$ cat src/rtl/pmu_irq_pkg.sv
package pmu_irq_pkg;
  localparam int REG_W   = 16;
  localparam int NUM_SEC = 5;
  localparam int GRP_W   = 16;
  localparam int NUM_GRP = 13;
  localparam int ADDR_W  = 5;
  localparam int SRC_W   = NUM_SEC * REG_W;

  localparam logic [ADDR_W-1:0] A_SUMMARY = 5'h00;
  localparam logic [ADDR_W-1:0] A_TOPMASK = 5'h01;
  localparam logic [ADDR_W-1:0] A_STAT0   = 5'h08;
  localparam logic [ADDR_W-1:0] A_MASK0   = 5'h10;

  typedef enum logic [3:0] {
    G_THERM = 4'd0, G_ONKEY = 4'd1, G_PPATH = 4'd2, G_WDOG = 4'd3,
    G_CLOCK = 4'd4, G_TSAMP = 4'd5, G_TPEN = 4'd6, G_CONV = 4'd7,
    G_CHG = 4'd8, G_SINK = 4'd9, G_UVOLT = 4'd10, G_HICUR = 4'd11,
    G_GPIO = 4'd12
  } grp_e;

  // Bits of a bank that have a source behind them.
  function automatic logic [REG_W-1:0] impl_bits(input int bank);
    case (bank)
      0:       return 16'h7FFF;
      1:       return 16'h03FF;
      2:       return 16'h03FF;
      3:       return 16'h003F;
      4:       return 16'hFFFF;
      default: return 16'h0000;
    endcase
  endfunction

  // Which bits of a bank feed a summary group.
  function automatic logic [REG_W-1:0] grp_bits(input int grp, input int bank);
    logic [REG_W-1:0] m;
    m = '0;
    case (grp)
      G_THERM: if (bank == 0) m = 16'h0001;
      G_ONKEY: if (bank == 0) m = 16'h0002;
      G_PPATH: if (bank == 0) m = 16'h001C;
      G_WDOG:  if (bank == 0) m = 16'h0020;
      G_CLOCK: if (bank == 0) m = 16'h00C0;
      G_TSAMP: if (bank == 0) m = 16'h0100;
      G_TPEN:  if (bank == 0) m = 16'h0200;
      G_CONV:  if (bank == 0) m = 16'h7C00;
      G_CHG:   if (bank == 1) m = 16'h00FF;
      G_SINK:  if (bank == 1) m = 16'h0300;
      G_UVOLT: begin
        if (bank == 2) m = 16'h03FF;
        if (bank == 3) m = 16'h000F;
      end
      G_HICUR: if (bank == 3) m = 16'h0030;
      G_GPIO:  if (bank == 4) m = 16'hFFFF;
      default: m = '0;
    endcase
    return m;
  endfunction
endpackage

$ cat src/rtl/pmu_irq_bank.sv
module pmu_irq_bank
  import pmu_irq_pkg::*;
#(
  parameter int W = REG_W,
  parameter logic [W-1:0] IMPL = '1
) (
  input  logic         clk,
  input  logic         rst_n,
  input  logic [W-1:0] evt,
  input  logic         clr_we,
  input  logic         mask_we,
  input  logic [W-1:0] wdata,
  output logic [W-1:0] status,
  output logic [W-1:0] mask,
  output logic [W-1:0] live
);
  logic [W-1:0] clr_bits;
  logic [W-1:0] set_bits;

  assign clr_bits = clr_we ? wdata : '0;
  assign set_bits = evt & IMPL;

  generate
    for (genvar i = 0; i < W; i++) begin : g_bit
      if (IMPL[i]) begin : g_src
        logic q;
        always_ff @(posedge clk or negedge rst_n) begin
          if (!rst_n)           q <= 1'b0;
          else if (set_bits[i]) q <= 1'b1;
          else if (clr_bits[i]) q <= 1'b0;
        end
        assign status[i] = q;
      end else begin : g_tie
        assign status[i] = 1'b0;
      end
    end
  endgenerate

  always_ff @(posedge clk or negedge rst_n) begin
    if (!rst_n)       mask <= '1;
    else if (mask_we) mask <= wdata;
  end

  assign live = status & ~mask;

  // a strobe always lands, even against a clearing write.
  assert_set_wins_R4: assert property (@(posedge clk) disable iff (!rst_n)
    1'b1 |=> ((status & $past(set_bits)) == $past(set_bits)));

  // written-one bits clear when no strobe competes.
  assert_w1c_R3: assert property (@(posedge clk) disable iff (!rst_n)
    1'b1 |=> ((status & $past(clr_bits & ~set_bits)) == '0));

  // bits not written as one hold their value.
  assert_hold_R2: assert property (@(posedge clk) disable iff (!rst_n)
    1'b1 |=> ((status & $past(status & ~clr_bits)) == $past(status & ~clr_bits)));
endmodule

$ cat src/rtl/pmu_irq_summary.sv
module pmu_irq_summary
  import pmu_irq_pkg::*;
(
  input  logic             clk,
  input  logic             rst_n,
  input  logic [SRC_W-1:0] live_flat,
  input  logic             top_we,
  input  logic [GRP_W-1:0] wdata,
  output logic [GRP_W-1:0] sum_vec,
  output logic [GRP_W-1:0] topmask,
  output logic             irq_n
);
  logic [GRP_W-1:0] gated;
  logic             pend_any;

  generate
    for (genvar g = 0; g < GRP_W; g++) begin : g_grp
      if (g < NUM_GRP) begin : g_used
        logic [NUM_SEC-1:0] hit;
        for (genvar r = 0; r < NUM_SEC; r++) begin : g_bank
          assign hit[r] = |(live_flat[r*REG_W +: REG_W] & grp_bits(g, r));
        end
        assign sum_vec[g] = |hit;
      end else begin : g_none
        assign sum_vec[g] = 1'b0;
      end
    end
  endgenerate

  always_ff @(posedge clk or negedge rst_n) begin
    if (!rst_n)      topmask <= '1;
    else if (top_we) topmask <= wdata;
  end

  assign gated    = sum_vec & ~topmask;
  assign pend_any = |gated;

  always_ff @(posedge clk or negedge rst_n) begin
    if (!rst_n) irq_n <= 1'b1;
    else        irq_n <= ~pend_any;
  end

  // the line follows gated pending state one cycle later.
  assert_irq_assert_R10: assert property (@(posedge clk) disable iff (!rst_n)
    pend_any |=> !irq_n);
  assert_irq_release_R10: assert property (@(posedge clk) disable iff (!rst_n)
    !pend_any |=> irq_n);

  // a fully masked summary keeps the line idle.
  assert_top_gate_R9: assert property (@(posedge clk) disable iff (!rst_n)
    (&topmask) |=> irq_n);
endmodule

$ cat src/rtl/pmu_irq_regif.sv
module pmu_irq_regif
  import pmu_irq_pkg::*;
(
  input  logic              clk,
  input  logic              rst_n,
  input  logic [ADDR_W-1:0] addr,
  input  logic              we,
  input  logic              re,
  input  logic [SRC_W-1:0]  status_flat,
  input  logic [SRC_W-1:0]  mask_flat,
  input  logic [GRP_W-1:0]  sum_vec,
  input  logic [GRP_W-1:0]  topmask,
  output logic [NUM_SEC-1:0] clr_we,
  output logic [NUM_SEC-1:0] mask_we,
  output logic              top_we,
  output logic [REG_W-1:0]  rdata
);
  logic [REG_W-1:0] rd_mux;

  generate
    for (genvar r = 0; r < NUM_SEC; r++) begin : g_dec
      assign clr_we[r]  = we && (addr == (A_STAT0 + ADDR_W'(r)));
      assign mask_we[r] = we && (addr == (A_MASK0 + ADDR_W'(r)));
    end
  endgenerate
  assign top_we = we && (addr == A_TOPMASK);

  always_comb begin
    rd_mux = '0;
    if (addr == A_SUMMARY) rd_mux = sum_vec;
    if (addr == A_TOPMASK) rd_mux = topmask;
    for (int r = 0; r < NUM_SEC; r++) begin
      if (addr == (A_STAT0 + ADDR_W'(r))) rd_mux = status_flat[r*REG_W +: REG_W];
      if (addr == (A_MASK0 + ADDR_W'(r))) rd_mux = mask_flat[r*REG_W +: REG_W];
    end
  end

  always_ff @(posedge clk or negedge rst_n) begin
    if (!rst_n)  rdata <= '0;
    else if (re) rdata <= rd_mux;
  end

  // a write touches at most one register.
  assert_one_target_R11: assert property (@(posedge clk) disable iff (!rst_n)
    $onehot0({clr_we, mask_we, top_we}));
endmodule

$ cat src/rtl/pmu_irq_top.sv
module pmu_irq_top
  import pmu_irq_pkg::*;
(
  input  logic              clk,
  input  logic              rst_n,
  input  logic [SRC_W-1:0]  src_evt,
  input  logic [ADDR_W-1:0] bus_addr,
  input  logic [REG_W-1:0]  bus_wdata,
  input  logic              bus_we,
  input  logic              bus_re,
  output logic [REG_W-1:0]  bus_rdata,
  output logic              irq_n
);
  logic [SRC_W-1:0]   status_flat;
  logic [SRC_W-1:0]   mask_flat;
  logic [SRC_W-1:0]   live_flat;
  logic [NUM_SEC-1:0] clr_we;
  logic [NUM_SEC-1:0] mask_we;
  logic               top_we;
  logic [GRP_W-1:0]   sum_vec;
  logic [GRP_W-1:0]   topmask;

  generate
    for (genvar r = 0; r < NUM_SEC; r++) begin : g_sec
      pmu_irq_bank #(.W(REG_W), .IMPL(impl_bits(r))) bank_i (
        .clk     (clk),
        .rst_n   (rst_n),
        .evt     (src_evt[r*REG_W +: REG_W]),
        .clr_we  (clr_we[r]),
        .mask_we (mask_we[r]),
        .wdata   (bus_wdata),
        .status  (status_flat[r*REG_W +: REG_W]),
        .mask    (mask_flat[r*REG_W +: REG_W]),
        .live    (live_flat[r*REG_W +: REG_W])
      );
    end
  endgenerate

  pmu_irq_summary sum_i (
    .clk       (clk),
    .rst_n     (rst_n),
    .live_flat (live_flat),
    .top_we    (top_we),
    .wdata     (bus_wdata),
    .sum_vec   (sum_vec),
    .topmask   (topmask),
    .irq_n     (irq_n)
  );

  pmu_irq_regif regif_i (
    .clk         (clk),
    .rst_n       (rst_n),
    .addr        (bus_addr),
    .we          (bus_we),
    .re          (bus_re),
    .status_flat (status_flat),
    .mask_flat   (mask_flat),
    .sum_vec     (sum_vec),
    .topmask     (topmask),
    .clr_we      (clr_we),
    .mask_we     (mask_we),
    .top_we      (top_we),
    .rdata       (bus_rdata)
  );

  // no summary bit without an unmasked latched source behind it.
  assert_sum_has_source_R5: assert property (@(posedge clk) disable iff (!rst_n)
    (sum_vec != '0) |-> (|(status_flat & ~mask_flat)));
endmodule

$ cat config.mk
export PLATFORM = sky130hd
export DESIGN_NAME = pmu_irq_top
export DESIGN_NICKNAME = d
export VERILOG_FILES = /design/src/rtl/pmu_irq_pkg.sv /design/src/rtl/pmu_irq_bank.sv /design/src/rtl/pmu_irq_summary.sv /design/src/rtl/pmu_irq_regif.sv /design/src/rtl/pmu_irq_top.sv
export SDC_FILE = /design/constraint.sdc
export NUM_CORES = 1
export LEC_CHECK = 0
export ABC_AREA = 1
export BUFFER_PORTS_ARGS = -buffer_cell sky130_fd_sc_hd__clkbuf_2
export CORE_MARGIN = 2
export CORE_UTILIZATION = 44
export CTS_CLUSTER_DIAMETER = 120
export DETAILED_ROUTE_END_ITERATION = 16
export GPL_ROUTABILITY_DRIVEN = 0
export SETUP_SLACK_MARGIN = 0.2
export SLEW_MARGIN = 20
export SYNTH_ARGS = -nofsm -noshare
export SYNTH_HDL_FRONTEND = slang
export SYNTH_HIERARCHICAL = 1
export SYNTH_SLANG_ARGS = --single-unit
$ cat constraint.sdc
create_clock -name clk -period 3 [get_ports clk]
set_input_delay 0.3 -clock clk [delete_from_list [all_inputs] [get_ports clk]]
set_output_delay 0.3 -clock clk [all_outputs]
set_load 0.02 [all_outputs]
==> results of run 1 <==
==> layer usage <==
metal / global-route usage, % / vias to the layer above / part of all wire, %
li1: - / 4149 / -
met5: 0 / - / 0
met2: 35.6 / 161 / 49
met1: 28.5 / 3652 / 46
met3: 3.31 / 15 / 3.9
met4: 4.94 / 0 / 0.88
==> state kept, by name (all words and copies together), names as in the netlist <==
name / flops
sum_i/irq_n: 1
sum_i/topmask: 16
g_sec.bank_i/mask: 80
regif_i/rdata: 16
g_sec.bank_i/g_bit.g_src.q: 57
==> path summary, 6_finish.rpt <==
check,start,end,cells after the start
min,src_evt[72],g_sec[4].bank_i/g_bit[8].g_src.q$_DFFE_PN0P_,3
min in group asynchronous,rst_n,g_sec[0].bank_i/g_bit[8].g_src.q$_DFFE_PN0P_,2
max,g_sec[4].bank_i/mask[7]$_DFFE_PN1P_,regif_i/rdata[12]$_DFFE_PN0P_,15
min reg2reg,sum_i/topmask[2]$_DFFE_PN1P_,sum_i/topmask[2]$_DFFE_PN1P_,2
max reg2reg,g_sec[4].bank_i/mask[7]$_DFFE_PN1P_,regif_i/rdata[12]$_DFFE_PN0P_,15
max in group asynchronous,rst_n,sum_i/topmask[10]$_DFFE_PN1P_,3
==> where the power goes <==
group | switching (mW) | leakage, nW | internal [mW] | total, mW
logic | 0.624 | 3.95 | 0.361 | 0.985
registers | 0.223 | 1.73 | 2.85 | 3.08
clock network | 0.961 | 0.303 | 1.37 | 2.33
==> critical path, cell delays in order (launching register included) <==
cell and delay (ns):
sky130_fd_sc_hd__dfstp_2 0.55, sky130_fd_sc_hd__nor2_1 0.05, sky130_fd_sc_hd__nor2_1 0.19, sky130_fd_sc_hd__nand2_1 0.09, sky130_fd_sc_hd__nor2_1 0.15, sky130_fd_sc_hd__nand2_1 0.18, sky130_fd_sc_hd__nand4_1 0.14, sky130_fd_sc_hd__nand3_1 0.08
sky130_fd_sc_hd__nor2_1 0.15, sky130_fd_sc_hd__nand4_1 0.11, sky130_fd_sc_hd__nand2_1 0.09, sky130_fd_sc_hd__nand3_1 0.08, sky130_fd_sc_hd__nand2_1 0.07, sky130_fd_sc_hd__nand2_1 0.05, sky130_fd_sc_hd__nand2_1 0.06, sky130_fd_sc_hd__nand2_1 0.05
==> final cells by class <==
class	count	area, um^2	area share [%]
clock inverters	12	163	1.51
flip-flops and latches	170	4380	40.5
repair buffers	120	677	6.27
multi-input cells	868	3770	34.9
clock buffers	20	457	4.23
inverters	267	1000	9.28
well taps	285	357	3.30
==> impl_metrics.toml, run 1 <==
[yosys]
synth.yosys.warnings = 6
instance_count_of_the_mapped_netlist = 1415
post_synth.cell_area_avg_um2 = 7.06
syn-cell-area_mm2 = 0.00999

[place]
dp_hpwl_um = 17600
pre_cts_ws_ns = 0.421
io_buffer_count = 98
place.detailed.instances = 1709
detailed_place.area_mm2 = 0.0102

[critical_path]
type_of_the_setup_path_with_the_least_slack = "flop to flop"
critical_path.max_fanout = 3
rrSetupSlack_ns = 0.82
cp_launch_type = "flop"
worstSetupEndpointType = "flop"
cp.arrival_ns = 2.50
cp_data_required_time_ns = 3.32

[cts]
clock_path_buffers = 2
cts_hold_buf = 1
cts-htree-levels = 4
cts_inserted_buffers = 17
clk_pin_slew_ns = 0.07
post_cts.repair.setup_buffers = 0
worstSkewPairLatency_ns = 0.43
clock-sinks = 170
cts.repair.resized = 0
clock_tree_root = "sky130_fd_sc_hd__clkbuf_16"
tritoncts_clock_tree = "done"

[timing]
slew_headroom_pct = 29.2
final.setup_skew_ns = 0.0123
final-setup-viol-count = 0
timing_worst_slew_pin_value_ns = 1.06
max_clock_freq_ghz = 0.458
period_minus_slack_ns = 2.18
final_max_slew_viol_count = 0
fin_worst_hold_slack_ns = 0.0431
setup_slack_ns = 0.818
finalHoldViolations = 0
period_share_pct = 72.7
rsz0062_at_grt = "false"
totalNegativeSetupSlack_ns = 0

[power_and_ir_drop]
power.total_mw = 6.39
p_leak_nw = 5.98
power_density_mw_per_mm2 = 592
max-vdd-ir-drop_uv = 326

[grt]
grt_start_max_net_pins = 57
antenna_found_initial = 0
grt.overflow.total = 0
grt_util_all_layers_pct = 21.1
wire_length_of_the_first_global_routing_pass_um = 39200
vias_in_the_first_global_route = 7498

[floorplanning]
io_pins = 122
die-area_mm2 = 0.0239
die_h_um = 155
fp.coreArea_mm2 = 0.0224
initial_utilization_pct = 44.6
placementRows = 55
die_w_um = 155

[detailed_routing]
antenna_left = 0
first_pass_iters = 5
drt-wirelength-per-cell_um = 13.8
vias = 7977
via_per_inst = 4.58
routed_wl_um = 24000
detail_route.drc_violations = 0
drt_first_iter_violations = 421

[layout]
drive_gt1_share_pct = 19.8
synthToLayoutAreaGrowth_pct = 8.05
final.fill_count = 2330
finalNetCount = 1549
num_antenna_cells = 0
post-route-cell-area_mm2 = 0.0108
final_common_cell = "sky130_fd_sc_hd__nand2_1"
most-common-layout-cells = "sky130_fd_sc_hd__nand2_1 (462), sky130_fd_sc_hd__inv_1 (261), sky130_fd_sc_hd__nor2_1 (162)"
layoutNonFillerInstCount = 1742
layout.core_utilization_pct = 48.1

[flow_run]
max_cap_viol_count = 0

[min_path]
holdCritPathClass = "input pin to flop"

[status]
outcome = "finished, final reports clean"
No activity file was read; power rests on OpenSTA's default activity.
==> run 2, diff against run 1 <==
--- a/config.mk
+++ b/config.mk
@@ -12,6 +12,7 @@
 export CTS_CLUSTER_DIAMETER = 120
 export DETAILED_ROUTE_END_ITERATION = 16
 export GPL_ROUTABILITY_DRIVEN = 0
+export PLACE_DENSITY = 0.66
 export SETUP_SLACK_MARGIN = 0.2
 export SLEW_MARGIN = 20
 export SYNTH_ARGS = -nofsm -noshare
==> constraint.sdc (replaced) <==
create_clock -name clk -period 1.7 [get_ports clk]
set_input_delay 0.17 -clock clk [delete_from_list [all_inputs] [get_ports clk]]
set_output_delay 0.17 -clock clk [all_outputs]
set_load 0.02 [all_outputs]
==> run 2 against run 1 <==
  * Via count grew 15%
  * Die area unchanged
  * Utilization is 8.6 points higher
  * Non-clock buffer count is 194 higher
  * Critical path type unchanged
  * Critical path depth is the same
  * Total power increased by 90%
  * Final cell count increased by 11%
  * Flip-flop and latch count did not move
  * Cell area is 18% higher
  * Clock-buffer cell count decreased by 2
  * The flow now finishes with violations (setup timing)
  * Wire length grew 16%
  * Sequential power grew 76%
==> impl_metrics.toml, run 2 (same netlist as run 1, synthesis figures left out) <==
[power_and_ir_drop]
power.total_mw = 12.2
p_leak_nw = 6.96
power_density_mw_per_mm2 = 955
max-vdd-ir-drop_uv = 661

[detailed_routing]
vias = 9142
routed_wl_um = 27900
drt-wirelength-per-cell_um = 14.4
antenna_left = 0
detail_route.drc_violations = 0
via_per_inst = 4.72
drt_first_iter_violations = 614
first_pass_iters = 7

[min_path]
holdCritPathClass = "input pin to flop"

[timing]
final_max_slew_viol_count = 0
slew_headroom_pct = 56.8
rsz0062_at_grt = "true"
period_share_pct = 115
timing_worst_slew_pin_value_ns = 0.647
max_clock_freq_ghz = 0.513
totalNegativeSetupSlack_ns = -0.518
setup_slack_ns = -0.248
finalHoldViolations = 0
period_minus_slack_ns = 1.95
final-setup-viol-count = 5
final.setup_skew_ns = 0.0108

[floorplanning]
die-area_mm2 = 0.0239
die_w_um = 155
die_h_um = 155
fp.coreArea_mm2 = 0.0224
placementRows = 55
initial_utilization_pct = 44.6
io_pins = 122

[cts]
clock-sinks = 170
cts-htree-levels = 4
worstSkewPairLatency_ns = 0.44
clk_pin_slew_ns = 0.07
cts_inserted_buffers = 17
clock_path_buffers = 2
clock_tree_root = "sky130_fd_sc_hd__clkbuf_16"
tritoncts_clock_tree = "done"

[critical_path]
type_of_the_setup_path_with_the_least_slack = "flop to flop"
cp_launch_type = "flop"
maximum_single_stage_delay_on_the_critical_path_ns = 0.54
critical_path.max_fanout = 2
cp_top_family = "simple AND/OR/NAND/NOR gates"
worstPathCellList = "nor2_2 > nor2_1 > nand2_1 > nor2_4 > nand2_4 > nand4_1 > nand3_1 > nor2_2 > nand4_1 > nand2_1 > nand3_2 > nand2_1 > nand2_1 > nand2_1 > nand2_1"
worstSetupEndpointType = "flop"
cp_data_required_time_ns = 2.03
cpMostUsedCell = "sky130_fd_sc_hd__nand2_1"
critPathSlowestCell = "sky130_fd_sc_hd__dfstp_2"
cp.arrival_ns = 2.28
worst-path-buf-inv = 0

[layout]
finalNetCount = 1743
num_antenna_cells = 0
registers.top_by_ff_count = "g_sec.bank_i/mask"
largest_reg_flops = 80
synthToLayoutAreaGrowth_pct = 27.4
drive_gt1_share_pct = 29.0
most-common-layout-cells = "sky130_fd_sc_hd__nand2_1 (455), sky130_fd_sc_hd__inv_1 (258), sky130_fd_sc_hd__buf_4 (147)"
largest_registers = "g_sec.bank_i/mask x80, g_sec.bank_i/g_bit.g_src.q x57"
final_common_cell = "sky130_fd_sc_hd__nand2_1"

[status]
outcome = "finished, violations left"
violations_in_the_final_reports = "setup timing"

[grt]
grt_util_all_layers_pct = 24.3
grt_start_max_net_pins = 49
vias_in_the_first_global_route = 8970
wire_length_of_the_first_global_routing_pass_um = 45400
grt.overflow.total = 0
antenna_found_initial = 0

[place]
io_buffer_count = 98
dp_hpwl_um = 20400

[flow_run]
max_cap_viol_count = 0
## run 2: worst paths after layout
kind | to | slack, ns | cells after the start | start
min | sum_i/topmask[12]$_DFFE_PN1P_ | 0.07 | 3 | bus_wdata[12]
max | regif_i/rdata[12]$_DFFE_PN0P_ | -0.25 | 15 | g_sec[4].bank_i/mask[4]$_DFFE_PN1P_
min reg2reg | g_sec[1].bank_i/mask[14]$_DFFE_PN1P_ | 0.47 | 2 | g_sec[1].bank_i/mask[14]$_DFFE_PN1P_
max in group asynchronous | g_sec[4].bank_i/mask[5]$_DFFE_PN1P_ | 0.70 | 3 | rst_n
max reg2reg | regif_i/rdata[12]$_DFFE_PN0P_ | -0.25 | 15 | g_sec[4].bank_i/mask[4]$_DFFE_PN1P_
min in group asynchronous | g_sec[0].bank_i/g_bit[6].g_src.q$_DFFE_PN0P_ | 0.24 | 2 | rst_n
## run 2: layer usage
| layer | global-route usage [%] | vias to the layer above | routed length (um) |
|---|---|---|---|
| met1 | 30.7 | 4256 | 11800 |
| met4 | 9.61 | 0 | 839 |
| met2 | 42.2 | 281 | 13900 |
| met3 | 3.19 | 58 | 1360 |
| li1 | - | 4547 | - |
| met5 | 0 | - | 0 |
## run 2: metrics by stage
| stage | instance area, um^2 | util [%] | setup WS (ns) | std cells | hold slack (ns) |
|---|---|---|---|---|---|
| after floorplan | 10100 | - | 0.121 | 1436 | -0.126 |
| after global placement | 11200 | 50.1 | -0.348 | 1833 | 0.149 |
| after detailed placement | 11200 | 50.1 | -0.425 | 1833 | 0.150 |
| after CTS | 12500 | 55.9 | -0.222 | 1930 | 0.0551 |
| after global routing | 12700 | 56.8 | -0.366 | 1936 | 0.0764 |
| final | 12700 | 56.8 | -0.248 | 1936 | 0.0695 |
## run 2: power by group
group          internal (mW)  total [mW]  switching, mW
sequential              5.03        5.43          0.403
clock                   2.35        4.13           1.77
combinational           1.20        2.60           1.39
total                   8.59        12.2           3.57
## run 2: worst register-to-register path: cells and delay by family, from the launching register on
family,cells,cell delay [ns]
flops,1,0.54
simple gates,15,1.30
## run 2: timing repair
item / CTS / global route
endpoints found under the hold margin: 81 / 0
endpoints found under the setup margin: 10 / 17
setup buffers: 7 / 6
hold buffers: 58 / 0
pin swaps: 31 / 77
gates resized for setup: 25 / 43
## run 2: layout make-up
cell class / instances / area, um^2
clock buffers: 18 / 429
repair buffers: 314 / 2400
multi-input cells: 868 / 3980
flip-flops and latches: 170 / 4380
well taps: 285 / 357
clock inverters: 14 / 184
inverters: 267 / 1000
fillers: 2128 / 9700
==> run 3, diff against run 2 <==
==> constraint.sdc (replaced) <==
create_clock -name clk -period 1.7 [get_ports clk]
set_input_delay 0.17 -clock clk [delete_from_list [all_inputs] [get_ports clk]]
set_output_delay 0.17 -clock clk [all_outputs]
set_load 0.1 [all_outputs]
==> run 3 against run 2 <==
  * The run still ends with setup timing left
  * Clock power about the same
  * Clock skew barely moved
  * Cell area about the same
  * Combinational power rose by 13%
  * Die area unchanged
  * Critical path depth unchanged
  * Wire length about the same
  * Via count hardly changed
  * First-iteration DRC count did not move
  * Non-clock buffer count did not move
  * Final cell count unchanged
  * Largest power group unchanged
==> impl_metrics.toml, run 3 (same netlist as run 1, synthesis figures left out) <==
[timing]
rsz0062_at_grt = "true"
final_max_slew_viol_count = 0
slew_headroom_pct = 56.5
period_share_pct = 115
period_minus_slack_ns = 1.95
max_clock_freq_ghz = 0.513
final-setup-viol-count = 5
timing_worst_slew_pin_value_ns = 0.651
finalHoldViolations = 0
final.setup_skew_ns = 0.0105
setup_slack_ns = -0.248

[floorplanning]
placementRows = 55
die_h_um = 155
initial_utilization_pct = 44.6
die-area_mm2 = 0.0239
fp.coreArea_mm2 = 0.0224
io_pins = 122
die_w_um = 155

[critical_path]
worstPathCellList = "nor2_2 > nor2_1 > nand2_1 > nor2_4 > nand2_4 > nand4_1 > nand3_1 > nor2_2 > nand4_1 > nand2_1 > nand3_2 > nand2_1 > nand2_1 > nand2_1 > nand2_1"
worstReg2RegStart = "g_sec[4].bank_i/mask[4]$_DFFE_PN1P_"
crit_start = "g_sec[4].bank_i/mask[4]$_DFFE_PN1P_"
critical_path.max_fanout = 2
cp_data_required_time_ns = 2.03
worst-r2r-cell-count = 15
worstSetupEndpointType = "flop"
r2r-end = "regif_i/rdata[12]$_DFFE_PN0P_"
cp_launch_type = "flop"
cpMostUsedCell = "sky130_fd_sc_hd__nand2_1"
cp.arrival_ns = 2.28
maximum_single_stage_delay_on_the_critical_path_ns = 0.54
critPathSlowestCell = "sky130_fd_sc_hd__dfstp_2"
rrSetupSlack_ns = -0.25
type_of_the_setup_path_with_the_least_slack = "flop to flop"

[cts]
clock_path_buffers = 2
tritoncts_clock_tree = "done"
clock_tree_root = "sky130_fd_sc_hd__clkbuf_16"
cts_inserted_buffers = 17
clock-sinks = 170
clk_pin_slew_ns = 0.07
cts-htree-levels = 4
worstSkewPairLatency_ns = 0.44

[place]
io_buffer_count = 98
detailed_place.area_mm2 = 0.0112
dp_hpwl_um = 20400

[power_and_ir_drop]
power_density_mw_per_mm2 = 980
p_leak_nw = 6.96
max-vdd-ir-drop_uv = 662

[grt]
vias_in_the_first_global_route = 8970
grt_start_max_net_pins = 49
grt_util_all_layers_pct = 24.3
wire_length_of_the_first_global_routing_pass_um = 45400
antenna_found_initial = 0
grt.overflow.total = 0

[layout]
post-route-cell-area_mm2 = 0.0127
largest_registers = "g_sec.bank_i/mask x80, g_sec.bank_i/g_bit.g_src.q x57"
largest_reg_flops = 80
finalNetCount = 1743
drive_gt1_share_pct = 29.0
final.fill_count = 2127
final_common_cell = "sky130_fd_sc_hd__nand2_1"
layout.core_utilization_pct = 56.8
most-common-layout-cells = "sky130_fd_sc_hd__nand2_1 (455), sky130_fd_sc_hd__inv_1 (258), sky130_fd_sc_hd__buf_4 (147)"
synthToLayoutAreaGrowth_pct = 27.5
seqCellArea_mm2 = 0.00438
registers.top_by_ff_count = "g_sec.bank_i/mask"
num_antenna_cells = 0
area_occupied_by_multi_input_gates_mm2 = 0.00398

[status]
violations_in_the_final_reports = "setup timing"
outcome = "finished, violations left"

[detailed_routing]
antenna_left = 0
drt_first_iter_violations = 614
vias = 9146
routed_wl_um = 27900
detail_route.drc_violations = 0
first_pass_iters = 5
via_per_inst = 4.72
drt-wirelength-per-cell_um = 14.4

[min_path]
holdCritPathClass = "input pin to flop"
hold-path-endpoint = "sum_i/topmask[12]$_DFFE_PN1P_"
min_delay_path_depth = 3
worstHoldStart = "bus_wdata[12]"

[flow_run]
max_cap_viol_count = 0
## run 3: cell types whose count changed in the layout (fill, tap and decap cells not counted)
cell,before,now
sky130_fd_sc_hd__clkbuf_2,97,92
sky130_fd_sc_hd__buf_2,0,2
sky130_fd_sc_hd__clkbuf_4,0,3
## run 3: how the worst max path moves through the flow
stage               slack (ns)                            end
global route             -0.37  regif_i/rdata[12]$_DFFE_PN0P_
CTS                      -0.22  regif_i/rdata[12]$_DFFE_PN0P_
detailed placement       -0.43  regif_i/rdata[12]$_DFFE_PN0P_
floorplan                 0.12  regif_i/rdata[12]$_DFFE_PN0P_
global placement         -0.35  regif_i/rdata[12]$_DFFE_PN0P_
finish                   -0.25  regif_i/rdata[12]$_DFFE_PN0P_
## run 3: what timing repair did
action / 4_1_cts / 5_1_grt
gates resized for setup: 28 / 45
buffers inserted: 7 / 6
hold buffers: 58 / 0
gates cloned: 0 / 0
endpoints found under the setup margin: 13 / 19
pin swaps: 31 / 77
endpoints found under the hold margin: 81 / 0
## run 3: worst max-delay path: cells and delay by family, from the launching register on
family	cells	cell delay [ns]
and+or+nand+nor	15	1.30
DFF	1	0.54
## run 3: through the flow
stage	power, mW	cells	setup TNS (ns)	hold slack (ns)	worst slack, ns
after floorplan	6.94	1436	0	-0.126	0.118
after global placement	7.96	1833	-2.46	0.149	-0.348
after detailed placement	8.04	1833	-3.78	0.150	-0.425
after CTS	12.4	1930	-0.428	0.0551	-0.222
after global routing	13.1	1936	-1.23	0.0764	-0.366
final	12.5	1936	-0.519	0.0691	-0.248
## run 3: area by class of cell
type | count | area share (%)
clock inverters | 14 | 1.44
flip-flops and latches | 170 | 34.3
inverters | 267 | 7.87
repair buffers | 314 | 18.9
clock buffers | 18 | 3.37
multi-input cells | 868 | 31.3
well taps | 285 | 2.80
## run 3: where the power goes
| part | internal (mW) | leakage, nW | total, mW | switching [mW] |
|---|---|---|---|---|
| clock network | 2.35 | 0.299 | 4.13 | 1.77 |
| registers | 5.03 | 1.73 | 5.43 | 0.403 |
| logic | 1.21 | 4.93 | 2.93 | 1.72 |
| total | 8.59 | 6.96 | 12.5 | 3.90 |
## run 3: per-layer routing
layer | wire length (um) | vias to the layer above | track usage (%)
li1 | - | 4547 | -
met1 | 11800 | 4256 | 30.7
met2 | 13900 | 283 | 42.2
met3 | 1380 | 60 | 3.19
met4 | 842 | 0 | 9.61
met5 | 0 | - | 0
